==> src/rtl/stx_pkg.sv <==
package stx_pkg;

  // Channel indices used by the held-sample array.
  localparam int CH_LEFT  = 0;
  localparam int CH_RIGHT = 1;
  localparam int CH_COUNT = 2;

  // Strobes from the slot control to the datapath.
  typedef struct packed {
    logic loadShift;  // a new slot begins: copy the selected sample
    logic pickRight;  // 1: right sample, 0: left sample
  } stxCtl_t;

endpackage

==> src/rtl/stx_ctrl.sv <==
module stx_ctrl
  import stx_pkg::*;
(
  input  logic    bitClk,
  input  logic    rst,
  input  logic    wordSel,
  output stxCtl_t ctl
);

  // Word select seen at the previous falling edge.
  logic wsPrev;

  always_ff @(negedge bitClk) begin
    if (rst) wsPrev <= 1'b0;
    else     wsPrev <= wordSel;
  end

  // A change between two falling edges opens the slot one bit late.
  always_comb begin
    ctl.loadShift = !rst && (wordSel != wsPrev);
    ctl.pickRight = wordSel;
  end

endmodule

==> src/rtl/stx_datapath.sv <==
module stx_datapath
  import stx_pkg::*;
#(
  parameter int WIDTH = 24
) (
  input  logic             bitClk,
  input  logic             rst,
  input  stxCtl_t          ctl,
  input  logic [CH_COUNT-1:0] loadVec,
  input  logic [WIDTH-1:0] sampleVec [CH_COUNT],
  output logic             serData
);

  // Bits still to send once the sign bit is on the line.
  localparam int REST = WIDTH - 1;

  logic [WIDTH-1:0] holdVec [CH_COUNT];
  logic [WIDTH-1:0] selWord;
  logic [REST-1:0]  shiftReg;

  // One held sample per channel.
  for (genvar ch = 0; ch < CH_COUNT; ch++) begin : g_hold
    always_ff @(negedge bitClk) begin
      if (rst)              holdVec[ch] <= '0;
      else if (loadVec[ch]) holdVec[ch] <= sampleVec[ch];
    end

    p_hold_take_r6 : assert property (@(negedge bitClk) disable iff (rst)
      loadVec[ch] |=> holdVec[ch] == $past(sampleVec[ch]))
      else $error("held sample %0d missed its load", ch);

    p_hold_keep_r7 : assert property (@(negedge bitClk) disable iff (rst)
      !loadVec[ch] |=> $stable(holdVec[ch]))
      else $error("held sample %0d changed without a load", ch);
  end

  always_comb selWord = ctl.pickRight ? holdVec[CH_RIGHT] : holdVec[CH_LEFT];

  // The sign bit goes straight to the line; the rest shifts out behind it.
  always_ff @(negedge bitClk) begin
    if (rst) begin
      serData  <= 1'b0;
      shiftReg <= '0;
    end else if (ctl.loadShift) begin
      serData  <= selWord[WIDTH-1];
      shiftReg <= selWord[REST-1:0];
    end else begin
      serData  <= shiftReg[REST-1];
      shiftReg <= {shiftReg[REST-2:0], 1'b0};
    end
  end

  p_sign_first_r4 : assert property (@(negedge bitClk) disable iff (rst)
    ctl.loadShift |=> serData == $past(selWord[WIDTH-1]))
    else $error("slot did not open with the sign bit");

  p_shift_next_r4 : assert property (@(negedge bitClk) disable iff (rst)
    !ctl.loadShift |=> serData == $past(shiftReg[REST-1]))
    else $error("line did not take the next shifted bit");

  // Reset clear, checked one edge after reset was seen.
  logic rstSeen;
  always_ff @(negedge bitClk) rstSeen <= rst;

  always @(negedge bitClk) begin
    if (rstSeen === 1'b1) begin
      p_reset_clears_r1 : assert (serData == 1'b0 && shiftReg == '0 &&
                                  holdVec[CH_LEFT] == '0 && holdVec[CH_RIGHT] == '0)
        else $error("state not cleared by reset");
    end
  end

endmodule

==> src/rtl/stx_serializer.sv <==
module stx_serializer
  import stx_pkg::*;
#(
  parameter int WIDTH = 24
) (
  input  logic                    bitClk,
  input  logic                    rst,
  input  logic                    wordSel,
  input  logic                    loadLeft,
  input  logic                    loadRight,
  input  logic signed [WIDTH-1:0] leftIn,
  input  logic signed [WIDTH-1:0] rightIn,
  output logic                    serData
);

  stxCtl_t             ctl;
  logic [CH_COUNT-1:0] loadVec;
  logic [WIDTH-1:0]    sampleVec [CH_COUNT];

  assign loadVec[CH_LEFT]    = loadLeft;
  assign loadVec[CH_RIGHT]   = loadRight;
  assign sampleVec[CH_LEFT]  = leftIn;
  assign sampleVec[CH_RIGHT] = rightIn;

  stx_ctrl i_ctrl (
    .bitClk (bitClk),
    .rst    (rst),
    .wordSel(wordSel),
    .ctl    (ctl)
  );

  stx_datapath #(.WIDTH(WIDTH)) i_datapath (
    .bitClk   (bitClk),
    .rst      (rst),
    .ctl      (ctl),
    .loadVec  (loadVec),
    .sampleVec(sampleVec),
    .serData  (serData)
  );

endmodule

==> config.mk <==
export PLATFORM = sky130hd
export DESIGN_NAME = stx_serializer
export DESIGN_NICKNAME = d
export VERILOG_FILES = /design/src/rtl/stx_pkg.sv /design/src/rtl/stx_ctrl.sv /design/src/rtl/stx_datapath.sv /design/src/rtl/stx_serializer.sv
export SDC_FILE = /design/constraint.sdc
export NUM_CORES = 1
export LEC_CHECK = 0
export ABC_CLOCK_PERIOD_IN_PS = 1100
export BUFFER_PORTS_ARGS = -buffer_cell sky130_fd_sc_hd__buf_2
export CAP_MARGIN = 0
export CORE_UTILIZATION = 35
export CTS_BUF_LIST = sky130_fd_sc_hd__clkbuf_4 sky130_fd_sc_hd__clkbuf_8
export DETAILED_ROUTE_END_ITERATION = 10
export HOLD_SLACK_MARGIN = 0.1
export PLACE_DENSITY_LB_ADDON = 0.25
export SYNTH_ARGS = -nofsm -noshare
export SYNTH_HDL_FRONTEND = slang
export SYNTH_HIERARCHICAL = 1
export SYNTH_SLANG_ARGS = --single-unit
export TNS_END_PERCENT = 20
==> constraint.sdc <==
create_clock -name bitClk -period 1.1 [get_ports bitClk]
set_input_delay 0.055 -clock bitClk [delete_from_list [all_inputs] [get_ports bitClk]]
set_output_delay 0.055 -clock bitClk [all_outputs]
set_load 0.01 [all_outputs]
; After elaboration in Yosys (flattened, before gate mapping)
; Memory sizes are Yosys's and may differ from the RTL's.
; Index checks and enable logic that the tools add are counted.
[word_totals]
n_memories = 1
latch_bits = 0
inputBits = 53
ram_bits = 48
out_inout_bits = 1
mem_bits_ro = 0
elab_cells = 25
ff_bits = 25
[mem_list]
columns = name, words, width, read_ports, rd_ports_with_merged_regs, write_ports, line_no
row1 = i_datapath.holdVec, 2, 24, 2, 0, 2, stx_datapath.sv:17  ; logic [WIDTH-1:0] holdVec [CH_COUNT];
[classes]
n_mul = 0
shifts = 0
n_eq_ne = 1
n_mux = 13
n_div = 0
n_addsub = 0
order_cmp = 0
n_reduce_logical = 3
n_bitwise = 3
[op_table]
columns = operator, n
row1 = $mux W24, 3
row2 = $mux W23, 1
row3 = $mux W1, 9
row4 = $or A1 B1 Y1, 2
row5 = $reduce_or A2 Y1, 1
row6 = $logic_and A1 B1 Y1, 1
row7 = $logic_not A1 Y1, 1
row8 = $ne A1 B1 Y1, 1
row9 = $not A1 Y1, 1

; Logic depth before layout (Yosys ltp)
; Gate-level depths: netlist of run 1.
[depth]
word_depth = 4
ltp_mapped = 6
depth_no_buf = 4

; Cells and area by module
; Netlist of run 1, hierarchy kept.
[by_module_without_submodules]
columns = module, cells_per_inst, n_inst, area_per_inst_um2
row1 = stx_datapath, 211, 1, 2877.8
row2 = stx_ctrl, 6, 1, 50.0

==> results of run 1 <==
kinds of logic after synthesis:
| logic type | after synthesis | share of synthesized area, % |
|---|---|---|
| buf+inv | 18 | 4.10 |
| mux | 24 | 8.21 |
| xor+xnor | 1 | 0.299 |
| compound gates | 23 | 5.90 |
| flops | 73 | 66.3 |
| simple gates | 78 | 15.2 |
layout by cell type (no fill, tap or decap), types with 5 or more instances in the layout:
cell type	n
buf_6	5
clkbuf_8	9
edfxtp_1	48
buf_12	6
buf_16	5
and2_1	48
inv_1	75
dfxtp_1	24
nor2_1	19
buf_2	51
mux2i_1	24
a211oi_1	12
a211oi_2	11
layer usage:
metal / share of wire (%) / vias up / global-route usage, %
li1: - / 1042 / -
met1: 44 / 944 / 16.8
met2: 50 / 47 / 24.1
met3: 4.6 / 10 / 7.56
met4: 1.5 / 0 / 10.5
met5: 0 / - / 0
registers in the layout, indices dropped and copies added (netlist names):
name	cells
i_datapath/holdVec	48
i_datapath/shiftReg	23
i_ctrl/wsPrev	1
i_datapath/serData	1
power by group through the flow:
stage	sequential, mW	clock, mW	combinational, mW
after floorplan	3.25	0.409	0.352
after global placement	3.26	0.409	0.536
after detailed placement	3.27	0.409	0.542
after CTS	3.24	3.10	0.723
after global routing	3.25	3.44	0.801
final	3.24	2.99	0.736
worst paths after layout:
kind                           startpoint                       to  cells past startpoint
setup / recovery       i_datapath/serData                  serData                      1
hold / removal    i_datapath/shiftReg[17]  i_datapath/shiftReg[18]                      2
setup reg to reg            i_ctrl/wsPrev  i_datapath/shiftReg[17]                      6
hold reg to reg   i_datapath/shiftReg[17]  i_datapath/shiftReg[18]                      2
cell type report:
| type | count | area (sq um) | share of cell area (%) |
|---|---|---|---|
| Tap cell | 102 | 128 | 3.10 |
| Timing Repair Buffer | 71 | 599 | 14.6 |
| Multi-Input combinational cell | 128 | 988 | 24.0 |
| Clock inverter | 80 | 333 | 8.09 |
| Clock buffer | 9 | 124 | 3.01 |
| Sequential cell | 73 | 1940 | 47.2 |
synth_stat cells:
master and count:
a211oi_1 23, and2_1 48, buf_1 1, buf_12 2, buf_2 1, buf_4 3
buf_6 1, clkbuf_1 8, dfxtp_1 25, edfxtp_1 48, inv_1 2, mux2i_1 24
nor2_1 24, nor2b_1 1, nor2b_4 2, nor3b_1 1, or2_2 2, xnor2_1 1
through the flow:
stage                     hold slack (ps)  cells
after floorplan                       450    217
after global placement                451    365
after detailed placement              461    365
after CTS                             456    463
after global routing                  468    463
final                                 444    463
what timing repair did:
item / 4_1_cts / 5_1_grt
cloned: 7 / 0
pin swaps: 23 / 4
buffers inserted: 4 / 0
gates resized for setup: 25 / 9
setup endpoints to repair: 73 / 25
==> impl_metrics.csv, run 1 <==
group,metric,value,unit
die,design.core.area,7930,sq um
power_and_ir_drop,switching_share,29.2,%
clocking,cts_root_buf,"clkbuf_8",
clocking,htree_levels,3,
critical_path,cpMaxStageDelayCell,"dfxtp_1",
cells_and_area,area_growth,40.6,%
synth,ys_seq_area_share,66.3,%
route,vias_per_cell,4.41,
synth,synth_cell_types,18,
synth,synthesis.nets,270,
critical_path,cp_top_family,"flip-flops",
synth,syn_inst,217,
synth,yosys-top-cells-area,"edfxtp_1 (49%), dfxtp_1 (17%), and2_1 (10%), mux2i_1 (8.2%), a211oi_1 (5.9%)",
grt,grt_max_degree,26,
run,cap_violations,0,
synth,yosys_register_bits,73,
critical_path,cp-start-kind,"flip-flop",
grt,antenna_found_initial,0,
die,fp-row-count,32,
power_and_ir_drop,p_leak,1.96,nW
critical_path,crit_path_end_kind,"output port",
grt,grt_pass1_vias,2304,
sta,drv_slew,0,
sta,grt_setup_unrepaired,"true",
cells_and_area,diodes,0,
power_and_ir_drop,comb_power_share,10.6,%
critical_path,path_buf_inv,1,
route,postRouteAntennaNets,0,
sta,final-setup-viol-count,25,
synth,syn_area,2930,sq um
power_and_ir_drop,clock_power_share,43.0,%
power_and_ir_drop,seq_power_share,46.5,%
synth,synth.avg_cell_area,13.5,sq um
cells_and_area,nets,409,
route,drc_errors,0,
power_and_ir_drop,p_sw,2.03,mW
power_and_ir_drop,total_power,6.97,mW
route,vias,2043,
synth,netlist.top_cell.by_area,"edfxtp_1",
die,start_util,36.9,%
clocking,clkTransAtPathRegs,50,ps
sta,fin_skew,17.8,ps
power_and_ir_drop,peakVddDrop,0.000649,V
die,dieArea,8730,sq um
critical_path,slowest_delay,280,ps
cells_and_area,fill_cells,737,
critical_path,critPathMaxFanout,1,
power_and_ir_drop,cellInternalPower,4.93,mW
place,preCtsSetupSlack,-510,ps
sta,finalHoldViolations,0,
place,portBuffers,53,
outcome,status,"finished, violations left",
die,fp.dieH,93.5,um
critical_path,timing_worst_setup_path_type,"flip-flop to output port",
clocking,clkSinkCount,73,
cells_and_area,drive_gt1_share,30.5,%
critical_path,path_cells,"buf_2",
place,dpl.hpwl,3.27,mm
sta,tightest_slew,353,ps
critical_path,critPathRequiredTime,1040,ps
die,io_pins,54,
grt,grt_pass1_wl,9.92,mm
worst_hold_path,hold_class,"flip-flop to flip-flop",
place,routabilityCongestion,0.670,
sta,setup_tns,-2280,ps
clocking,cts_tree,"done",
route,routed_wl,6.17,mm
route,dr.pass1.iters,4,
grt,grt-ovfl-total,0,
clocking,insertion_delay,390,ps
clocking,hold_buffers,0,
grt,track_usage,15.6,%
critical_path,regToRegSetupSlack,-100,ps
clocking,cts_buffers,9,
place,placed_cell_area,3360,sq um
cells_and_area,stdcell_area,4120,sq um
cells_and_area,utilization,51.9,%
die,die_w,93.5,um
route,drtIter0Drc,47,
sta,setup_ws,-295,ps
synth,yosysTopAreaCellShare,49.2,%
sta,maxSlewHeadroom,76.5,%
power_and_ir_drop,power-per-cell-area,1690,nW/um^2
clocking,clk_path_buf_depth,2,
critical_path,worstPathArrival,1340,ps
synth,ys.warnings.count,6,
route,wire_per_inst,13.3,um
outcome,failed_checks,"negative setup slack",
Power figures use the tool's default switching activity.
==> run 2, diff against run 1 <==
CORE_MARGIN = 2   (was default)
CORE_UTILIZATION = 51   (was 35)
MAX_ROUTING_LAYER = met4   (was default)
==> impl_metrics.csv, run 2 (synthesis results as in run 1) <==
group,metric,value,unit
outcome,status,"finished, violations left",
outcome,failed_checks,"negative setup slack",
critical_path,r2r_end,"i_datapath/shiftReg[19]",
clocking,cts_tree,"done",
cells_and_area,nets,414,
route,vias,2174,
place,portBuffers,53,
clocking,insertion_delay,420,ps
grt,grt-ovfl-total,0,
grt,antenna_found_initial,0,
critical_path,worstPathArrival,1340,ps
power_and_ir_drop,p_leak,2.03,nW
die,die_w,79.8,um
critical_path,reg2reg_depth,6,
die,dieArea,6360,sq um
critical_path,cp_top_family,"flip-flops",
sta,finalHoldViolations,0,
power_and_ir_drop,power-per-cell-area,1750,nW/um^2
grt,grt_pass1_wl,10.9,mm
sta,fin_skew,39.3,ps
run,cap_violations,0,
critical_path,critPathRequiredTime,1040,ps
cells_and_area,largest_register,"i_datapath/holdVec",
critical_path,worstReg2RegStart,"i_ctrl/wsPrev",
route,drc_errors,0,
sta,maxSlewHeadroom,82.3,%
sta,setup_ws,-298,ps
die,fp.dieH,79.8,um
clocking,cts_buffers,9,
critical_path,cp-start-kind,"flip-flop",
critical_path,cpMaxStageDelayCell,"dfxtp_1",
critical_path,path_cells,"buf_2",
grt,track_usage,24.1,%
cells_and_area,largest_reg_flops,48,
cells_and_area,diodes,0,
route,drtIter0Drc,184,
cells_and_area,layout_commonest_cell,"inv_1",
power_and_ir_drop,peakVddDrop,0.00111,V
sta,final-setup-viol-count,25,
sta,tightest_slew,257,ps
cells_and_area,drive_gt1_share,35.0,%
clocking,clkSinkCount,73,
route,dr.pass1.iters,4,
die,io_pins,54,
sta,hold_ws,470,ps
clocking,clkTransAtPathRegs,40,ps
grt,grt_pass1_vias,2463,
route,wire_per_inst,15.6,um
sta,grt_setup_unrepaired,"true",
worst_hold_path,holdPathStages,2,
clocking,htree_levels,3,
critical_path,critPathMaxFanout,1,
critical_path,path_buf_inv,1,
grt,grt_max_degree,25,
route,vias_per_cell,4.96,
place,dpl.hpwl,3.41,mm
place,routabilityCongestion,0.701,
clocking,clk_path_buf_depth,2,
cells_and_area,area_growth,46.5,%
cells_and_area,top_regs,"i_datapath/holdVec: 48 flops, i_datapath/shiftReg: 23 flops",
worst_hold_path,holdPathEnd,"i_datapath/shiftReg[17]",
critical_path,slowest_delay,280,ps
sta,setup_tns,-2860,ps
clocking,cts_root_buf,"clkbuf_8",
die,fp-row-count,27,
critical_path,regToRegSetupSlack,-180,ps
route,routed_wl,6.85,mm
worst_hold_path,worstHoldStart,"i_datapath/shiftReg[16]",
sta,drv_slew,0,
cells_and_area,utilization,77.4,%
die,start_util,52.8,%
critical_path,crit_path_end_kind,"output port",
route,postRouteAntennaNets,0,
die,design.core.area,5540,sq um
critical_path,timing_worst_setup_path_type,"flip-flop to output port",
cells_and_area,most-common-layout-cells,"inv_1 (73), buf_2 (51), and2_1 (48), edfxtp_1 (48)",
place,preCtsSetupSlack,-507,ps
worst_hold_path,hold_class,"flip-flop to flip-flop",
## run 2: cell types whose count changed in the layout (fill, tap and decap cells not counted), sizes merged
cell,delta
buf,+7
or2,-2
bufinv,+1
clkinv,+1
clkinvlp,-1
inv,-1
## run 2: worst max-delay path by stage
stage / endpoint / start / slack [ps] / cells after the start
floorplan: i_datapath/shiftReg[1] / wordSel / -280 / 6
global placement: i_datapath/shiftReg[21] / wordSel / -490 / 6
detailed placement: i_datapath/shiftReg[13] / wordSel / -510 / 6
CTS: serData / i_datapath/serData / -320 / 1
global route: serData / i_datapath/serData / -340 / 1
finish: serData / i_datapath/serData / -300 / 1
## run 2: repair_timing
item,in CTS,in global routing
gates cloned,6,0
hold buffers,0,0
setup buffers,4,3
resized for setup,35,18
setup endpoints to repair,70,25
pin swaps,20,10
## run 2: metal layers
metal,track usage (%),share of wire (%),routed length (um)
met1,25.9,41,2810
met2,36.8,51,3490
met3,9.28,6.1,419
met4,16.8,1.9,127
met5,-,0,0
## run 2: power by group
part | internal [mW] | switching [mW]
registers | 3.17 | 0.0804
clock network | 1.62 | 1.80
logic | 0.456 | 0.400
total | 5.25 | 2.28
## run 2: area by class of cell
type | instances | area [sq um]
Clock inverter | 80 | 365
Timing Repair Buffer | 78 | 706
Multi-Input combinational cell | 126 | 1060
Tap cell | 72 | 90.1
Sequential cell | 73 | 1950
Fill cell | 330 | 1250
Clock buffer | 9 | 124
## run 2: stage by stage
step	total power, mW	instances	area (sq um)
after floorplan	4.01	217	2950
after global placement	4.23	340	3400
after detailed placement	4.25	340	3400
after CTS	7.49	437	4220
after global routing	8.01	438	4290
final	7.52	438	4290
